`config.mk`:
```
export PLATFORM = sky130hd
export DESIGN_NAME = rshift_round
export DESIGN_NICKNAME = d
export VERILOG_FILES = /design/src/rtl/rshift_round_pkg.sv /design/src/rtl/rshift_round_inc.sv /design/src/rtl/rshift_round_reg.sv /design/src/rtl/rshift_round.sv
export SDC_FILE = /design/constraint.sdc
export NUM_CORES = 1
export LEC_CHECK = 0
export BUFFER_PORTS_ARGS = -buffer_cell sky130_fd_sc_hd__buf_2
export CORE_MARGIN = 5
export CORE_UTILIZATION = 45
export CTS_CLUSTER_DIAMETER = 120
export DETAILED_ROUTE_END_ITERATION = 6
export PLACE_DENSITY = 0.68
export SLEW_MARGIN = 20
export SYNTH_ARGS = -nofsm -noshare
export SYNTH_HDL_FRONTEND = slang
export SYNTH_HIERARCHICAL = 1
export SYNTH_SLANG_ARGS = --single-unit
```
`constraint.sdc`:
```
create_clock -name clk -period 2.8 [get_ports clk]
set_clock_uncertainty 0.15 [all_clocks]
set_input_delay 0.14 -clock clk [delete_from_list [all_inputs] [get_ports clk]]
set_output_delay 0.14 -clock clk [all_outputs]
set_load 0.02 [all_outputs]
```
`src/rtl/rshift_round_pkg.sv`:
```
package rshift_round_pkg;

  typedef enum logic [1:0] {
    RND_NEAR_UP   = 2'd0,
    RND_NEAR_EVEN = 2'd1,
    RND_TRUNC     = 2'd2,
    RND_JAM_ODD   = 2'd3
  } rnd_mode_e;

endpackage

```
`src/rtl/rshift_round_inc.sv`:
```
module rshift_round_inc
  import rshift_round_pkg::*;
#(
  parameter int DATA_W  = 16,
  parameter int SHIFT_W = $clog2(DATA_W)
) (
  input  logic [DATA_W-1:0]  value,
  input  logic [SHIFT_W-1:0] shift,
  input  rnd_mode_e          mode,
  output logic               inc
);

  localparam logic [DATA_W-1:0] ONES = '1;

  logic [DATA_W-1:0] below_mask;   // bits shift-1 .. 0
  logic [DATA_W-1:0] sticky_mask;  // bits shift-2 .. 0
  logic [DATA_W-1:0] guard_sel;    // bit shift-1 only
  logic [DATA_W-1:0] lsb_sel;      // bit shift only
  logic guard_b, sticky_b, lsb_b, any_below;

  always_comb begin
    below_mask  = ~(ONES << shift);
    sticky_mask = below_mask >> 1;
    guard_sel   = below_mask ^ sticky_mask;
    lsb_sel     = ((below_mask << 1) | {{(DATA_W-1){1'b0}}, 1'b1}) ^ below_mask;
    guard_b     = |(value & guard_sel);
    sticky_b    = |(value & sticky_mask);
    lsb_b       = |(value & lsb_sel);
    any_below   = |(value & below_mask);
  end

  always_comb begin
    unique case (mode)
      RND_NEAR_UP:   inc = guard_b;
      RND_NEAR_EVEN: inc = guard_b & (sticky_b | lsb_b);
      RND_TRUNC:     inc = 1'b0;
      RND_JAM_ODD:   inc = ~lsb_b & any_below;
      default:       inc = 1'b0;
    endcase
  end

endmodule

```
`src/rtl/rshift_round_reg.sv`:
```
module rshift_round_reg #(
  parameter int DATA_W = 16
) (
  input  logic              clk,
  input  logic              rst,
  input  logic              up_valid,
  output logic              up_ready,
  input  logic [DATA_W-1:0] up_data,
  output logic              dn_valid,
  input  logic              dn_ready,
  output logic [DATA_W-1:0] dn_data
);

  assign up_ready = ~dn_valid | dn_ready;

  always_ff @(posedge clk) begin
    if (rst) begin
      dn_valid <= 1'b0;
      dn_data  <= '0;
    end else if (up_ready) begin
      dn_valid <= up_valid;
      if (up_valid) dn_data <= up_data;
    end
  end


  hold_under_stall_chk: assert property (@(posedge clk) disable iff (rst)
    (dn_valid && !dn_ready) |=> (dn_valid && $stable(dn_data)));


  stall_blocks_input_chk: assert property (@(posedge clk) disable iff (rst)
    (dn_valid && !dn_ready) |-> !up_ready);

endmodule

```
`src/rtl/rshift_round.sv`:
```
module rshift_round
  import rshift_round_pkg::*;
#(
  parameter int DATA_W  = 16,
  parameter int SHIFT_W = $clog2(DATA_W)
) (
  input  logic               clk,
  input  logic               rst,
  input  logic               in_valid,
  output logic               in_ready,
  input  logic [DATA_W-1:0]  in_data,
  input  logic [SHIFT_W-1:0] in_shift,
  input  logic [1:0]         in_mode,
  output logic               out_valid,
  input  logic               out_ready,
  output logic [DATA_W-1:0]  out_data
);

  localparam logic [DATA_W-1:0] ONES = '1;

  logic              inc;
  logic [DATA_W-1:0] rounded;
  logic              accept;

  rshift_round_inc #(.DATA_W(DATA_W), .SHIFT_W(SHIFT_W)) u_inc (
    .value (in_data),
    .shift (in_shift),
    .mode  (rnd_mode_e'(in_mode)),
    .inc   (inc)
  );

  assign rounded = (in_data >> in_shift) + {{(DATA_W-1){1'b0}}, inc};
  assign accept  = in_valid & in_ready;

  rshift_round_reg #(.DATA_W(DATA_W)) u_reg (
    .clk      (clk),
    .rst      (rst),
    .up_valid (in_valid),
    .up_ready (in_ready),
    .up_data  (rounded),
    .dn_valid (out_valid),
    .dn_ready (out_ready),
    .dn_data  (out_data)
  );


  accept_to_valid_chk: assert property (@(posedge clk) disable iff (rst)
    accept |=> out_valid);


  trunc_mode_chk: assert property (@(posedge clk) disable iff (rst)
    (accept && in_mode == 2'd2) |=> (out_data == ($past(in_data) >> $past(in_shift))));


  jam_odd_lsb_chk: assert property (@(posedge clk) disable iff (rst)
    (accept && in_mode == 2'd3 && ((in_data & ~(ONES << in_shift)) != '0)) |=> out_data[0]);


  zero_shift_chk: assert property (@(posedge clk) disable iff (rst)
    (accept && in_shift == '0) |=> (out_data == $past(in_data)));

endmodule

```
* Yosys cells after proc, flatten, opt, wreduce, memory -nomap -nowiden
Index checks and enable logic that the tools add are counted.
** Storage, ports and cells
- Register bits after elaboration :: 17
- ROM bits :: 0
- Bits in latches :: 0
- Output and inout port bits :: 18
- Bits in writable memories :: 0
- Input port bits :: 26
- Logic and storage cells :: 28
- Memories :: 0
** Cells by class
- Mux-type cells :: 1
- $add $sub $neg :: 1
- Shift-type cells :: 2
- Bitwise gates (word level) :: 13
- Magnitude comparators :: 0
- Multiply operators :: 0
- Equality and inequality tests :: 3
- Reductions and logical operators :: 6
- Divide/modulo/power cells :: 0
** Operators with widths (number)
- OR reduction 16 bit :: 4
- AND 16 bit :: 3
- adder 16 x 1 -> 16 bit :: 1
- AND 16 x 15 -> 16 bit :: 1
- NOT 16 bit :: 1
- << shifter 16 x 4 -> 16 bit, first input constant :: 1
- right shift 16 x 4 -> 16 bit :: 1
- bitwise XOR 16 x 15 -> 16 bit :: 1
- bitwise XOR 16 bit :: 1
- equality test 2 bit, second input constant :: 2
- case mux 1 bit (4 select lines) :: 1
- AND 1 bit :: 2
- equality test 2 x 1 -> 1 bit, second input constant :: 1
- logical NOT 2 bit :: 1
- NOT 1 bit :: 2
- bitwise OR 1 bit :: 2
- AND reduction 2 bit :: 1

* Depth between registers and ports, before layout
- Depth after elaboration :: 9
- Mapped depth :: 16
- Gate-level depth less buffers :: 14

* By module
Netlist, hierarchy kept.
** Modules (own cells, without submodules)
- rshift_round :: cells each 151, times used 1, area each 1410.1 µm², sequential area each 0.0 µm²
- rshift_round_reg :: cells each 78, times used 1, area each 795.8 µm², sequential area each 340.3 µm²
- rshift_round_inc :: cells each 101, times used 1, area each 691.9 µm², sequential area each 0.0 µm²

* Worst setup path before layout
Ideal clock, no wire load.
- Path kind :: input-to-reg
- Start point :: in in_shift[0]
- End point :: reg u_reg.dn_data[11]
- Path slack :: -0.018 ns
- Setup time :: 0.125 ns
- Buffers on the path :: 2
- Arrival time :: 2.543 ns
- Data required time :: 2.525 ns
- Stages :: 16
- Path through :: buf_6 -> buf_6 -> nor2_1 -> a22oi_1 -> nor3b_1 -> a21oi_1 -> a21oi_1 -> a32o_1 -> ha_1 -> nor2b_1 -> o2bb2ai_4 -> nand3_2 -> nor4_1 -> mux2_1 -> nand3_1 -> a21oi_2
** On the way
- Word-level cells in the longest chain between the ends :: 9
- Elaborated cells between the ends (all ways) :: 19
- Classes of those cells :: add/sub: 1; shift: 2; mux: 1; bitwise: 11; reduce/logical: 4
** RTL lines
- from (decl) :: RTL line rshift_round.sv:12 : input logic [SHIFT_W-1:0] in_shift,
- << shifter 16 x 4 -> 16 bit * :: RTL line rshift_round_inc.sv:22 : below_mask = ~(ONES << shift);
- NOT 16 bit * :: RTL line rshift_round_inc.sv:22
- bitwise XOR 16 bit :: RTL line rshift_round_inc.sv:25 : lsb_sel = ((below_mask << 1) | {{(DATA_W-1){1'b0}}, 1'b1}) ^ below_mask;
- AND 16 bit :: RTL line rshift_round_inc.sv:28 : lsb_b = |(value & lsb_sel);
- OR reduction 16 bit :: RTL line rshift_round_inc.sv:28
- bitwise OR 1 bit / NOT 1 bit (equally long branches) :: RTL line rshift_round_inc.sv:35, rshift_round_inc.sv:37
- AND 1 bit (on tied branches) :: RTL line rshift_round_inc.sv:35, rshift_round_inc.sv:37
- case mux 1 bit (4 select lines) * :: RTL line rshift_round_inc.sv:33 : unique case (mode)
- via inc :: RTL line rshift_round.sv:21 : logic inc;
- adder 16 x 1 -> 16 bit * :: RTL line rshift_round.sv:32 : assign rounded = (in_data >> in_shift) + {{(DATA_W-1){1'b0}}, inc};
- via rounded[11] :: RTL line rshift_round.sv:22 : logic [DATA_W-1:0] rounded;
- to (signal assigned) :: RTL line rshift_round_reg.sv:22 : if (up_valid) dn_data <= up_data;
- to (decl) :: RTL line rshift_round_reg.sv:11 : output logic [DATA_W-1:0] dn_data
Mark *: on every way through the listed nets, which the timed path passes. The rest lies on a longest branch.
A chain may end at the register's enable or synchronous reset.

* Final worst setup path
- Start point :: in in_shift[2]
- End point :: reg u_reg.dn_data[15]
Same word-level chain as after synthesis.

==> metrics.md <==
| Metric | Value |
|---|---|
| Post-synth top area share | `0.1174` |
| Share of layout cells above drive strength 1 | `0.4762` |
| Die Span X | `90.25 um` |
| Vias in the first global route | `3019` |
| CP peak stage delay | `0.33 ns` |
| Drt wl/cell | `17.53 um` |
| Fillers | `550` |
| Critical Path AT | `2.83 ns` |
| Die Y | `90.25 um` |
| Sequential share of the synthesized area | `0.1174` |
| Top FF cell, synth | `dfxtp_1` |
| Max-Cap Viols | `0` |
| Fin nets | `449` |
| Placed instance count | `494` |
| Fmax | `0.3591 GHz` |
| Initial antenna violation count | `0` |
| WL final | `8711 um` |
| CTS tree | `built` |
| CP cell instances | `buf_2 > mux2_2 > a32o_1 > a22oi_2 > and4_1 > a32o_2 > ha_4 > nor2b_4 > o2bb2ai_4 > nand3_4 > buf_6 > nor4_4 > xnor2_1 > nand3_1 > a21oi_2` |
| Design area | `3710 sq um` |
| CP Class | `in -> reg` |
| Post-synthesis cell type count | `73` |
| Hold Path Class | `in -> reg` |
| Critical Path Sink Type | `flop` |
| Finished Core Util | `0.5876` |
| Commonest cells in the synthesized netlist | `nand3_1 (30), nand2_1 (19), mux2_2 (18), dfxtp_1 (17)` |
| Final Max Slew Viols | `0` |
| Antenna cells | `0` |
| Count leader, synth | `nand3_1` |
| Fraction of registers with async set/reset | `0` |
| #FFs+latches synth | `17` |
| CTS clk-pin slew, worst paths | `0.07 ns` |
| Worst Max-Slew Pin Slew | `0.7314 ns` |
| Total grt overflow | `0` |
| CTS Root Cell | `clkbuf_8` |
| First-pass GRT wire length | `14100 um` |
| Ports | `44` |
| Worst-skew pair later-pin latency | `0.25 ns` |
| Post-CTS Hold Buffers | `0` |
| Cell area after synthesis | `2898 sq um` |
| Total negative setup slack | `0 ns` |
| Number of enable flip-flop cells after synthesis | `0` |
| CTS sink cnt | `17` |
| Maximum vdd drop | `0.3415 mV` |
| Initial DRC count | `214` |
| Die footprint | `8144 sq um` |
| Largest net degree at the start of global routing | `35` |
| Hpwl dp | `6465 um` |
| Placement Rows | `29` |
| Starting Density | `0.4590` |
| CTS HTree Levels | `1` |
| Synth Area per Inst | `8.781 sq um` |
| Non-Filler Instances | `497` |
| Top cells by area, synth | `dfxtp_1 (12%), mux2_2 (7.0%), mux4_2 (7.0%)` |
| CTS Buf Count | `3` |
| Crit path time final | `2.785 ns` |
| Ys Warns | `6` |
| Run status | `complete, no violations` |
| Core ar. | `6314 sq um` |
| Startpoint types | `input port` |
| PnR Total Power | `1.038 mW` |
| Max transition margin | `0.5124` |
| Slowest CP cell | `mux2_2` |
| Max FO, Critical Path | `3` |
| Leak Pwr | `1.537 nW` |
| GP Congestion | `1.009` |
| All-layer global routing usage | `0.1995` |
| Req. time, crit path | `2.85 ns` |
| Final Hold Vio Count | `0` |
| Fin worst setup slack | `0.01520 ns` |
| Post-route ant nets | `0` |
| Synthesized Nets | `358` |
| Vias per inst | `6.131` |
| Area delta synth->final | `28.02%` |
| Pre-CTS setup slack | `-0.3437 ns` |
| Drt drc | `0` |
| Leading area contributor after synthesis | `dfxtp_1` |
| Buffers on Ports | `43` |
| PD cells | `279.9 nW/um^2` |
| DR vias | `3047` |
| Buffer depth of the longest clock path | `2` |
| Placed Area | `3513 sq um` |
| Final period utilization | `0.9946` |
| Final hold slack | `0.1631 ns` |
| Setup violators final | `0` |
| 1st-pass router iterations | `6` |
| Post-Syn Instances | `330` |
-- where the power goes --
group	internal [mW]	leakage [nW]	switching, mW
logic	0.279	1.37	0.311
clock network	0.0989	0.0255	0.0869
registers	0.256	0.139	0.00707
-- routing by layer --
layer / share of wire / track usage
met1: 0.41 / 0.2392
met2: 0.52 / 0.3780
met3: 0.048 / 0.01753
met4: 0.021 / 0.04839
met5: 0 / 0
-- layout make-up --
type,instances,area [sq um],area share
Timing Repair Buffer,118,800.8,0.2159
Clock inverter,1,5.005,0.001349
Clock buffer,3,41.29,0.01113
Tap cell,77,96.34,0.02597
Multi-Input combinational cell,275,2404,0.6479
Inverter,6,22.52,0.006071
Sequential cell,17,340.3,0.09174
-- sequential cells by signal (all words and copies together) (netlist names) --
name,flops
u_reg/dn_data,16
u_reg/dn_valid,1
-- path summary, 6_finish.rpt --
| path | endpoint | depth (start not counted) | startpoint | slack [ns] |
|---|---|---|---|---|
| worst min-delay path | u_reg/dn_data[15] | 2 | rst | 0.16 |
| worst min register to register | u_reg/dn_data[14] | 2 | u_reg/dn_data[14] | 0.42 |
| worst max-delay path | u_reg/dn_data[15] | 15 | in_shift[2] | 0.02 |
| worst max register to register | u_reg/dn_data[12] | 3 | u_reg/dn_valid | 1.57 |
-- cell usage in the layout, fill, tap and decap left out, types with 11 or more instances in the layout --
master	instances
mux2i_1	15
a21oi_2	14
mux2_2	18
nor2_1	11
nand2_1	19
buf_2	40
a21oi_1	13
a21bo_1	12
buf_4	73
dfxtp_1	17
nand3_1	29
-- worst max-delay path: cells and delay by family --
kind | cells | cell delay, ns
AOI/OAI and AO/OA | 5 | 0.87
and+or+nand+nor | 5 | 0.87
muxes | 1 | 0.33
buffers and inverters | 2 | 0.29
xor gates and xnor gates | 1 | 0.17
adders and majority gates | 1 | 0.15
-- timing repair --
action	CTS	global route
setup endpoints to repair	7	13
gates cloned	0	0
gates resized for setup	5	27
pin swaps	0	10
setup buffers	0	0
-- kinds of logic after synthesis --
logic type      count (synthesis)  synth area share
buf+inv                        38            0.1006
fa+ha+maj                       3           0.01252
compound gates                 98            0.2746
mux                            48            0.2306
simple gates                  113            0.2250
flops                          17            0.1174
xor+xnor                       13           0.03929
Note: power is estimated with default switching activity, not from simulation.
